[config.mk]
export PLATFORM = sky130hd
export DESIGN_NAME = slb_array
export DESIGN_NICKNAME = d
export VERILOG_FILES = /design/src/rtl/slb_pkg.sv /design/src/rtl/slb_match.sv /design/src/rtl/slb_wr_check.sv /design/src/rtl/slb_inv_all.sv /design/src/rtl/slb_array.sv
export SDC_FILE = /design/constraint.sdc
export NUM_CORES = 2
export LEC_CHECK = 0
export ABC_AREA = 1
export BUFFER_PORTS_ARGS = -buffer_cell sky130_fd_sc_hd__buf_2
export CAP_MARGIN = 40
export CORE_ASPECT_RATIO = 1.4
export CORE_MARGIN = 2
export CORE_UTILIZATION = 30
export CTS_BUF_LIST = sky130_fd_sc_hd__clkbuf_8
export CTS_CLUSTER_DIAMETER = 40
export CTS_CLUSTER_SIZE = 25
export DETAILED_ROUTE_END_ITERATION = 8
export PLACE_DENSITY_LB_ADDON = 0.15
export SETUP_SLACK_MARGIN = 0.02
export SLEW_MARGIN = 25
export SYNTH_ARGS = -nofsm -noshare
export SYNTH_HDL_FRONTEND = slang
export SYNTH_SLANG_ARGS = --single-unit
[constraint.sdc]
create_clock -name clk_i -period 3.2 [get_ports clk_i]
set_input_delay 0.48 -clock clk_i [delete_from_list [all_inputs] [get_ports clk_i]]
set_output_delay 0.48 -clock clk_i [all_outputs]
set_load 0.005 [all_outputs]
[src/rtl/slb_pkg.sv]
package slb_pkg;
  localparam int TAG_W     = 36;
  localparam int TAG_LSB   = 28;
  localparam int VLD_BIT   = 27;
  localparam int SLOT_W    = 12;
  localparam int TB_LSB    = 40;
  localparam int CLASS_BIT = 7;
  localparam int PG_LSB    = 4;

  localparam logic [1:0] SEG_256M = 2'b00;
  localparam logic [1:0] SEG_1T   = 2'b01;

  typedef struct packed {
    logic [TAG_W-1:0] tag;
    logic             vld;
    logic [63:0]      desc;
  } slb_entry_t;
endpackage

[src/rtl/slb_match.sv]
module slb_match
  import slb_pkg::*;
#(
  parameter int N_ENTRIES = 8,
  localparam int IDX_W = (N_ENTRIES > 1) ? $clog2(N_ENTRIES) : 1
) (
  input  slb_entry_t [N_ENTRIES-1:0] tbl_i,
  input  logic [63:0]                ea_i,
  output logic                       hit_o,
  output logic [IDX_W-1:0]           idx_o
);
  localparam int TB_KEEP = 64 - TB_LSB;

  logic [N_ENTRIES-1:0] m;
  logic [TAG_W-1:0] key_256m, key_1t;

  assign key_256m = ea_i[63:TAG_LSB];
  assign key_1t   = {ea_i[63:TB_LSB], {(TAG_W-TB_KEEP){1'b0}}};

  for (genvar i = 0; i < N_ENTRIES; i++) begin : g_cmp
    logic [1:0] sz;
    assign sz   = tbl_i[i].desc[63:62];
    assign m[i] = tbl_i[i].vld &&
                  (((sz == SEG_256M) && (tbl_i[i].tag == key_256m)) ||
                   ((sz == SEG_1T)   && (tbl_i[i].tag == key_1t)));
  end

  assign hit_o = |m;

  always_comb begin
    idx_o = '0;
    for (int i = N_ENTRIES - 1; i >= 0; i--)
      if (m[i]) idx_o = IDX_W'(i);
  end
endmodule

[src/rtl/slb_wr_check.sv]
module slb_wr_check
  import slb_pkg::*;
#(
  parameter int         N_ENTRIES    = 8,
  parameter bit         ONE_TB_EN    = 1'b1,
  parameter logic [3:0] PAGE_CODE_OK = 4'b0111
) (
  input  logic [63:0] esid_op_i,
  input  logic [63:0] vsid_op_i,
  output logic        ok_o
);
  logic bad_slot, bad_rsvd, bad_size, bad_1t, bad_page;

  assign bad_slot = esid_op_i[SLOT_W-1:0] >= SLOT_W'(N_ENTRIES);
  assign bad_rsvd = |esid_op_i[VLD_BIT-1:SLOT_W];
  assign bad_size = vsid_op_i[63];
  assign bad_1t   = (vsid_op_i[63:62] == SEG_1T) && !ONE_TB_EN;
  assign bad_page = !PAGE_CODE_OK[vsid_op_i[PG_LSB+1:PG_LSB]];

  assign ok_o = !(bad_slot || bad_rsvd || bad_size || bad_1t || bad_page);
endmodule

[src/rtl/slb_inv_all.sv]
module slb_inv_all #(
  parameter int N_ENTRIES = 8
) (
  input  logic                 new_mode_i,
  input  logic [2:0]           hint_i,
  input  logic [N_ENTRIES-1:0] vld_i,
  input  logic [N_ENTRIES-1:0] cls_i,
  output logic [N_ENTRIES-1:0] clr_o,
  output logic                 warn_o
);
  logic incl_zero, keep_c0, none;

  always_comb begin
    incl_zero = 1'b0;
    keep_c0   = 1'b0;
    none      = 1'b0;
    warn_o    = 1'b0;
    if (new_mode_i) begin
      unique case (hint_i)
        3'd0, 3'd1, 3'd2, 3'd6: ;
        3'd3: begin incl_zero = 1'b1; keep_c0 = 1'b1; end
        3'd4: none = 1'b1;
        3'd7: incl_zero = 1'b1;
        default: warn_o = 1'b1;
      endcase
    end
  end

  for (genvar i = 0; i < N_ENTRIES; i++) begin : g_clr
    if (i == 0) begin : g_zero
      assign clr_o[i] = vld_i[i] && !none && incl_zero && !(keep_c0 && !cls_i[i]);
    end else begin : g_rest
      assign clr_o[i] = vld_i[i] && !none && !(keep_c0 && !cls_i[i]);
    end
  end
endmodule

[src/rtl/slb_array.sv]
module slb_array
  import slb_pkg::*;
#(
  parameter int         N_ENTRIES    = 8,
  parameter bit         ONE_TB_EN    = 1'b1,
  parameter logic [3:0] PAGE_CODE_OK = 4'b0111,
  localparam int IDX_W = (N_ENTRIES > 1) ? $clog2(N_ENTRIES) : 1
) (
  input  logic             clk_i,
  input  logic             rst_ni,
  input  logic             wr_valid_i,
  input  logic [63:0]      wr_esid_i,
  input  logic [63:0]      wr_vsid_i,
  output logic             wr_err_o,
  input  logic             rd_valid_i,
  input  logic             rd_vsid_sel_i,
  input  logic [63:0]      rd_op_i,
  output logic [63:0]      rd_data_o,
  output logic             rd_err_o,
  input  logic             lk_valid_i,
  input  logic             lk_find_i,
  input  logic             mode64_i,
  input  logic [63:0]      lk_ea_i,
  output logic             lk_hit_o,
  output logic [IDX_W-1:0] lk_slot_o,
  output logic [63:0]      lk_vsid_o,
  output logic             lk_err_o,
  input  logic             inv_valid_i,
  input  logic             inv_all_i,
  input  logic             inv_global_i,
  input  logic [63:0]      inv_ea_i,
  input  logic [2:0]       inv_hint_i,
  input  logic             new_mode_i,
  output logic             flush_local_o,
  output logic             flush_global_o,
  output logic             warn_o
);
  slb_entry_t [N_ENTRIES-1:0] tbl_q, tbl_d;
  logic [N_ENTRIES-1:0] vld_vec, cls_vec, clr_vec;
  logic                 lk_m_hit, inv_m_hit, wr_ok, all_warn;
  logic [IDX_W-1:0]     lk_m_idx, inv_m_idx, wr_idx, rd_idx;
  logic                 rd_bad, lk_bad, inv_addr, inv_all;

  for (genvar i = 0; i < N_ENTRIES; i++) begin : g_vec
    assign vld_vec[i] = tbl_q[i].vld;
    assign cls_vec[i] = tbl_q[i].desc[CLASS_BIT];
  end

  slb_match #(.N_ENTRIES(N_ENTRIES)) i_lk_match (
    .tbl_i(tbl_q), .ea_i(lk_ea_i), .hit_o(lk_m_hit), .idx_o(lk_m_idx));

  slb_match #(.N_ENTRIES(N_ENTRIES)) i_inv_match (
    .tbl_i(tbl_q), .ea_i(inv_ea_i), .hit_o(inv_m_hit), .idx_o(inv_m_idx));

  slb_wr_check #(
    .N_ENTRIES(N_ENTRIES), .ONE_TB_EN(ONE_TB_EN), .PAGE_CODE_OK(PAGE_CODE_OK)
  ) i_wr_check (
    .esid_op_i(wr_esid_i), .vsid_op_i(wr_vsid_i), .ok_o(wr_ok));

  slb_inv_all #(.N_ENTRIES(N_ENTRIES)) i_inv_all (
    .new_mode_i(new_mode_i), .hint_i(inv_hint_i), .vld_i(vld_vec),
    .cls_i(cls_vec), .clr_o(clr_vec), .warn_o(all_warn));

  assign wr_idx   = wr_esid_i[IDX_W-1:0];
  assign rd_idx   = rd_op_i[IDX_W-1:0];
  assign rd_bad   = rd_op_i[SLOT_W-1:0] >= SLOT_W'(N_ENTRIES);
  assign lk_bad   = lk_find_i && !mode64_i;
  assign inv_all  = inv_valid_i && inv_all_i;
  assign inv_addr = inv_valid_i && !inv_all_i && inv_m_hit;

  // invalidation acts on the old table; a same-cycle write to a slot wins
  always_comb begin
    tbl_d = tbl_q;
    if (inv_all) begin
      for (int i = 0; i < N_ENTRIES; i++)
        if (clr_vec[i]) tbl_d[i].vld = 1'b0;
    end else if (inv_addr) begin
      tbl_d[inv_m_idx].vld = 1'b0;
    end
    if (wr_valid_i && wr_ok) begin
      tbl_d[wr_idx].tag  = wr_esid_i[63:TAG_LSB];
      tbl_d[wr_idx].vld  = wr_esid_i[VLD_BIT];
      tbl_d[wr_idx].desc = wr_vsid_i;
    end
  end

  always_ff @(posedge clk_i or negedge rst_ni) begin
    if (!rst_ni) begin
      tbl_q          <= '0;
      wr_err_o       <= 1'b0;
      rd_data_o      <= '0;
      rd_err_o       <= 1'b0;
      lk_hit_o       <= 1'b0;
      lk_slot_o      <= '0;
      lk_vsid_o      <= '1;
      lk_err_o       <= 1'b0;
      flush_local_o  <= 1'b0;
      flush_global_o <= 1'b0;
      warn_o         <= 1'b0;
    end else begin
      tbl_q          <= tbl_d;
      wr_err_o       <= wr_valid_i && !wr_ok;
      rd_err_o       <= rd_valid_i && rd_bad;
      if (rd_valid_i)
        rd_data_o <= rd_bad ? '0 :
                     rd_vsid_sel_i ? tbl_q[rd_idx].desc :
                     {tbl_q[rd_idx].tag, tbl_q[rd_idx].vld, {VLD_BIT{1'b0}}};
      lk_hit_o       <= lk_valid_i && !lk_bad && lk_m_hit;
      lk_slot_o      <= (lk_valid_i && !lk_bad && lk_m_hit) ? lk_m_idx : '0;
      lk_vsid_o      <= (lk_valid_i && !lk_bad && lk_m_hit) ? tbl_q[lk_m_idx].desc : '1;
      lk_err_o       <= lk_valid_i && lk_bad;
      flush_local_o  <= inv_all || (inv_addr && !inv_global_i);
      flush_global_o <= inv_addr && inv_global_i;
      warn_o         <= inv_all && all_warn;
    end
  end
endmodule

==> flow_summary.ini <==
[grt]
grt_max_degree = 122
grt-ovfl-total = 0
track_usage = 0.335
grt_pass1_vias = 60912
grt_pass1_wl_um = 456000
antenna_found_initial = 28

[worst_setup_path]
crit_path_max_incr_delay_ns = 0.52
worst-path-stages = 20
path_delay_family = simple AND/OR/NAND/NOR gates
start_kind = flip-flop
reg2reg_depth = 20
crit_fanout = 6
crit_type = flip-flop to flip-flop
worstPathCellList = buf_4 -> nand2_1 -> buf_4 -> nand4_1 -> or2_0 -> nor3_1 -> buf_4 -> nand3_1 -> buf_4 -> nand2_8 -> nand2_8 -> buf_12 -> buf_12 -> clkbuf_16 -> buf_4 -> nand2_1 -> nand3_1 -> nand3_1 -> nand2_1 -> inv_1
critPathCaptureType = flip-flop
required_ns = 4.13
cp_slowest_cell = nor3_1
crit_buf_inv = 9
crit_arrival_ns = 4.12
crit_top_cell = buf_4

[synth]
syn_nets = 8164
async_flop_share = 1.00
ys.warnings.count = 0
synthDistinctLibCells = 51
netlist_top_cells_area = dfrtp_1, nand2_1, o21ai_0
synthFlopType = dfrtp_1
synth_edf_count = 0
syn_inst = 7829
synth_common_cells = nand2_1, o21ai_0, dfrtp_1, inv_1, nand3_1
synth_area_mm2 = 0.0561
synth_seq_cells = 946
yosysMostFrequentCell = nand2_1
synth_area_per_cell_um2 = 7.16
yosysTopAreaCell = dfrtp_1
netlist.area_leader.share = 0.393
ys_seq_area_frac = 0.423

[sta]
fin_skew_ns = 0.0578
setup_viol = 0
max_freq_mhz = 314
whs_ns = 0.0979
period_share = 0.996
rsz0062_at_grt = no
relSlewSlack = 0.346
hold_viol = 0
finalMaxSlewViolations = 0
fin_ws_ns = 0.0136
min_period_ns = 3.19
worstMarginPinSlew_ns = 0.969

[final_layout]
drive_gt1_frac = 0.218
syn_to_final_growth_pct = 33.2
layout.nets = 9327

[run]
drv_cap = 0

[clock_tree]
cts_tree = built
htree_levels = 4
path_clk_slew_ns = 0.09
cts_buffers = 179
cts.sinks = 946
cts_root_buf = clkbuf_8
cts.path.max_buffers = 3
clk_latency_ns = 0.98

[die]
die_w_um = 369
coreArea_mm2 = 0.186
rows = 187
start_util = 0.302
dieHeight_um = 516
die_area_mm2 = 0.190
ioPinCount = 473

[hold_path]
hold_depth = 5
min_path_type = input pin to flip-flop

[power_and_ir_drop]
power_density_mw_per_mm2 = 397
leakage_nw = 35.0
ir_drop_mv = 0.330
total_power_w = 0.0297

[place]
gp_congestion = 1.04
portBuffers = 364
dp_slack_ns = -0.983
dp_hpwl_um = 241000

[routing]
first_pass_iters = 8
avgViaCountPerCell = 5.38
vias = 62485
wl_per_cell_um = 28.2
drc = 0
drt-total-wl_um = 328000
dr.first_iter.drc_count = 6625
ant_nets = 0

[outcome]
outcome = finished clean
==> cell usage in the layout (no fill, tap or decap), types with 56 or more instances in the layout <==
master	count
dfstp_2	64
a21oi_1	425
nand2_1	1866
nand4_1	98
o22ai_1	124
nor2_1	334
o21ai_0	1159
inv_1	840
nand3b_1	74
xnor2_1	89
buf_2	362
buf_4	898
buf_12	131
nand3_1	663
dfrtp_1	874
clkbuf_8	202
dlygate4sd3_1	115
nor3_1	56
o21ai_1	70
xor2_1	97
==> registers in the layout, indices dropped and copies added (netlist names), 3 cells and up <==
signal / count
cls_vec: 8
rd_data_o: 64
lk_slot_o: 3
lk_vsid_o: 64
tbl_q: 800
==> cells by family (layout without fill, tap and decap cells) <==
| kind of cell | Yosys count | count (layout) | synth area share |
|---|---|---|---|
| AND/OR/NAND/NOR | 3268 | 3270 | 0.250 |
| AO/OA/AOI/OAI | 1993 | 1993 | 0.195 |
| buffers and inverters | 1429 | 2747 | 0.101 |
| flip-flops | 946 | 946 | 0.423 |
| XOR/XNOR | 192 | 192 | 0.0300 |
| multiplexers | 1 | 1 | 0.000201 |
| other | 0 | 6 | 0 |
==> per-layer routing <==
layer | GRT usage | part of all wire | up-vias
met5 | 0 | 0.00058 | -
li1 | - | - | 28388
met4 | 0.195 | 0.067 | 30
met1 | 0.417 | 0.40 | 30502
met3 | 0.0611 | 0.071 | 728
met2 | 0.540 | 0.46 | 2837
==> metrics by stage <==
stage / instances / area (um2) / utilization / TNS (ns)
3_5_place_dp: 11112 / 68100 / 0.367 / -58.37
4_1_cts: 11570 / 73700 / 0.397 / 0
6_report: 11612 / 74700 / 0.403 / 0
5_1_grt: 11609 / 74700 / 0.403 / 0
3_3_place_gp: 11105 / 68000 / 0.366 / -62.92
2_1_floorplan: 7829 / 56100 / - / 0
==> tightest hold or removal path, delay by kind of cell <==
family | cells | cell delay, ns
buffers and inverters | 3 | 0.30
AND/OR/NAND/NOR | 2 | 0.21
==> cell type report <==
type                            instances  area (um2)
Multi-Input combinational cell       5456       27300
Clock buffer                          201        2770
Timing Repair Buffer                 1544       13100
Inverter                              865        3290
Sequential cell                       946       23800
Antenna cell                            6        15.0
Fill cell                           19621      111000
Tap cell                             2457        3070
Clock inverter                        137        1440
==> repair_timing <==
action                                   CTS  global route
endpoints found under the setup margin    75            71
pin swaps                                  5            42
hold buffers                             115             0
resized for setup                         48           116
cloned                                     0            20
hold endpoints to repair                1266             0
buffers inserted                           5            18
==> path summary, 6_finish.rpt <==
check | from | endpoint | slack, ns
max reg2reg | tbl_q[180] | lk_vsid_o[33] | 0.01
min in group asynchronous | rst_ni | rd_data_o[39] | 0.12
min reg2reg | tbl_q[265] | tbl_q[265] | 0.47
min | lk_valid_i | lk_vsid_o[63] | 0.1
max | tbl_q[180] | lk_vsid_o[33] | 0.01
max in group asynchronous | rst_ni | lk_vsid_o[48] | 2.01
==> power breakdown <==
group / switching [W] / internal, W / total (W)
Clock: 0.00659 / 0.00766 / 0.0142
Combinational: 0.00238 / 0.00106 / 0.00344
Sequential: 0.00000155 / 0.0120 / 0.0120
Power figures use the tool's default switching activity.
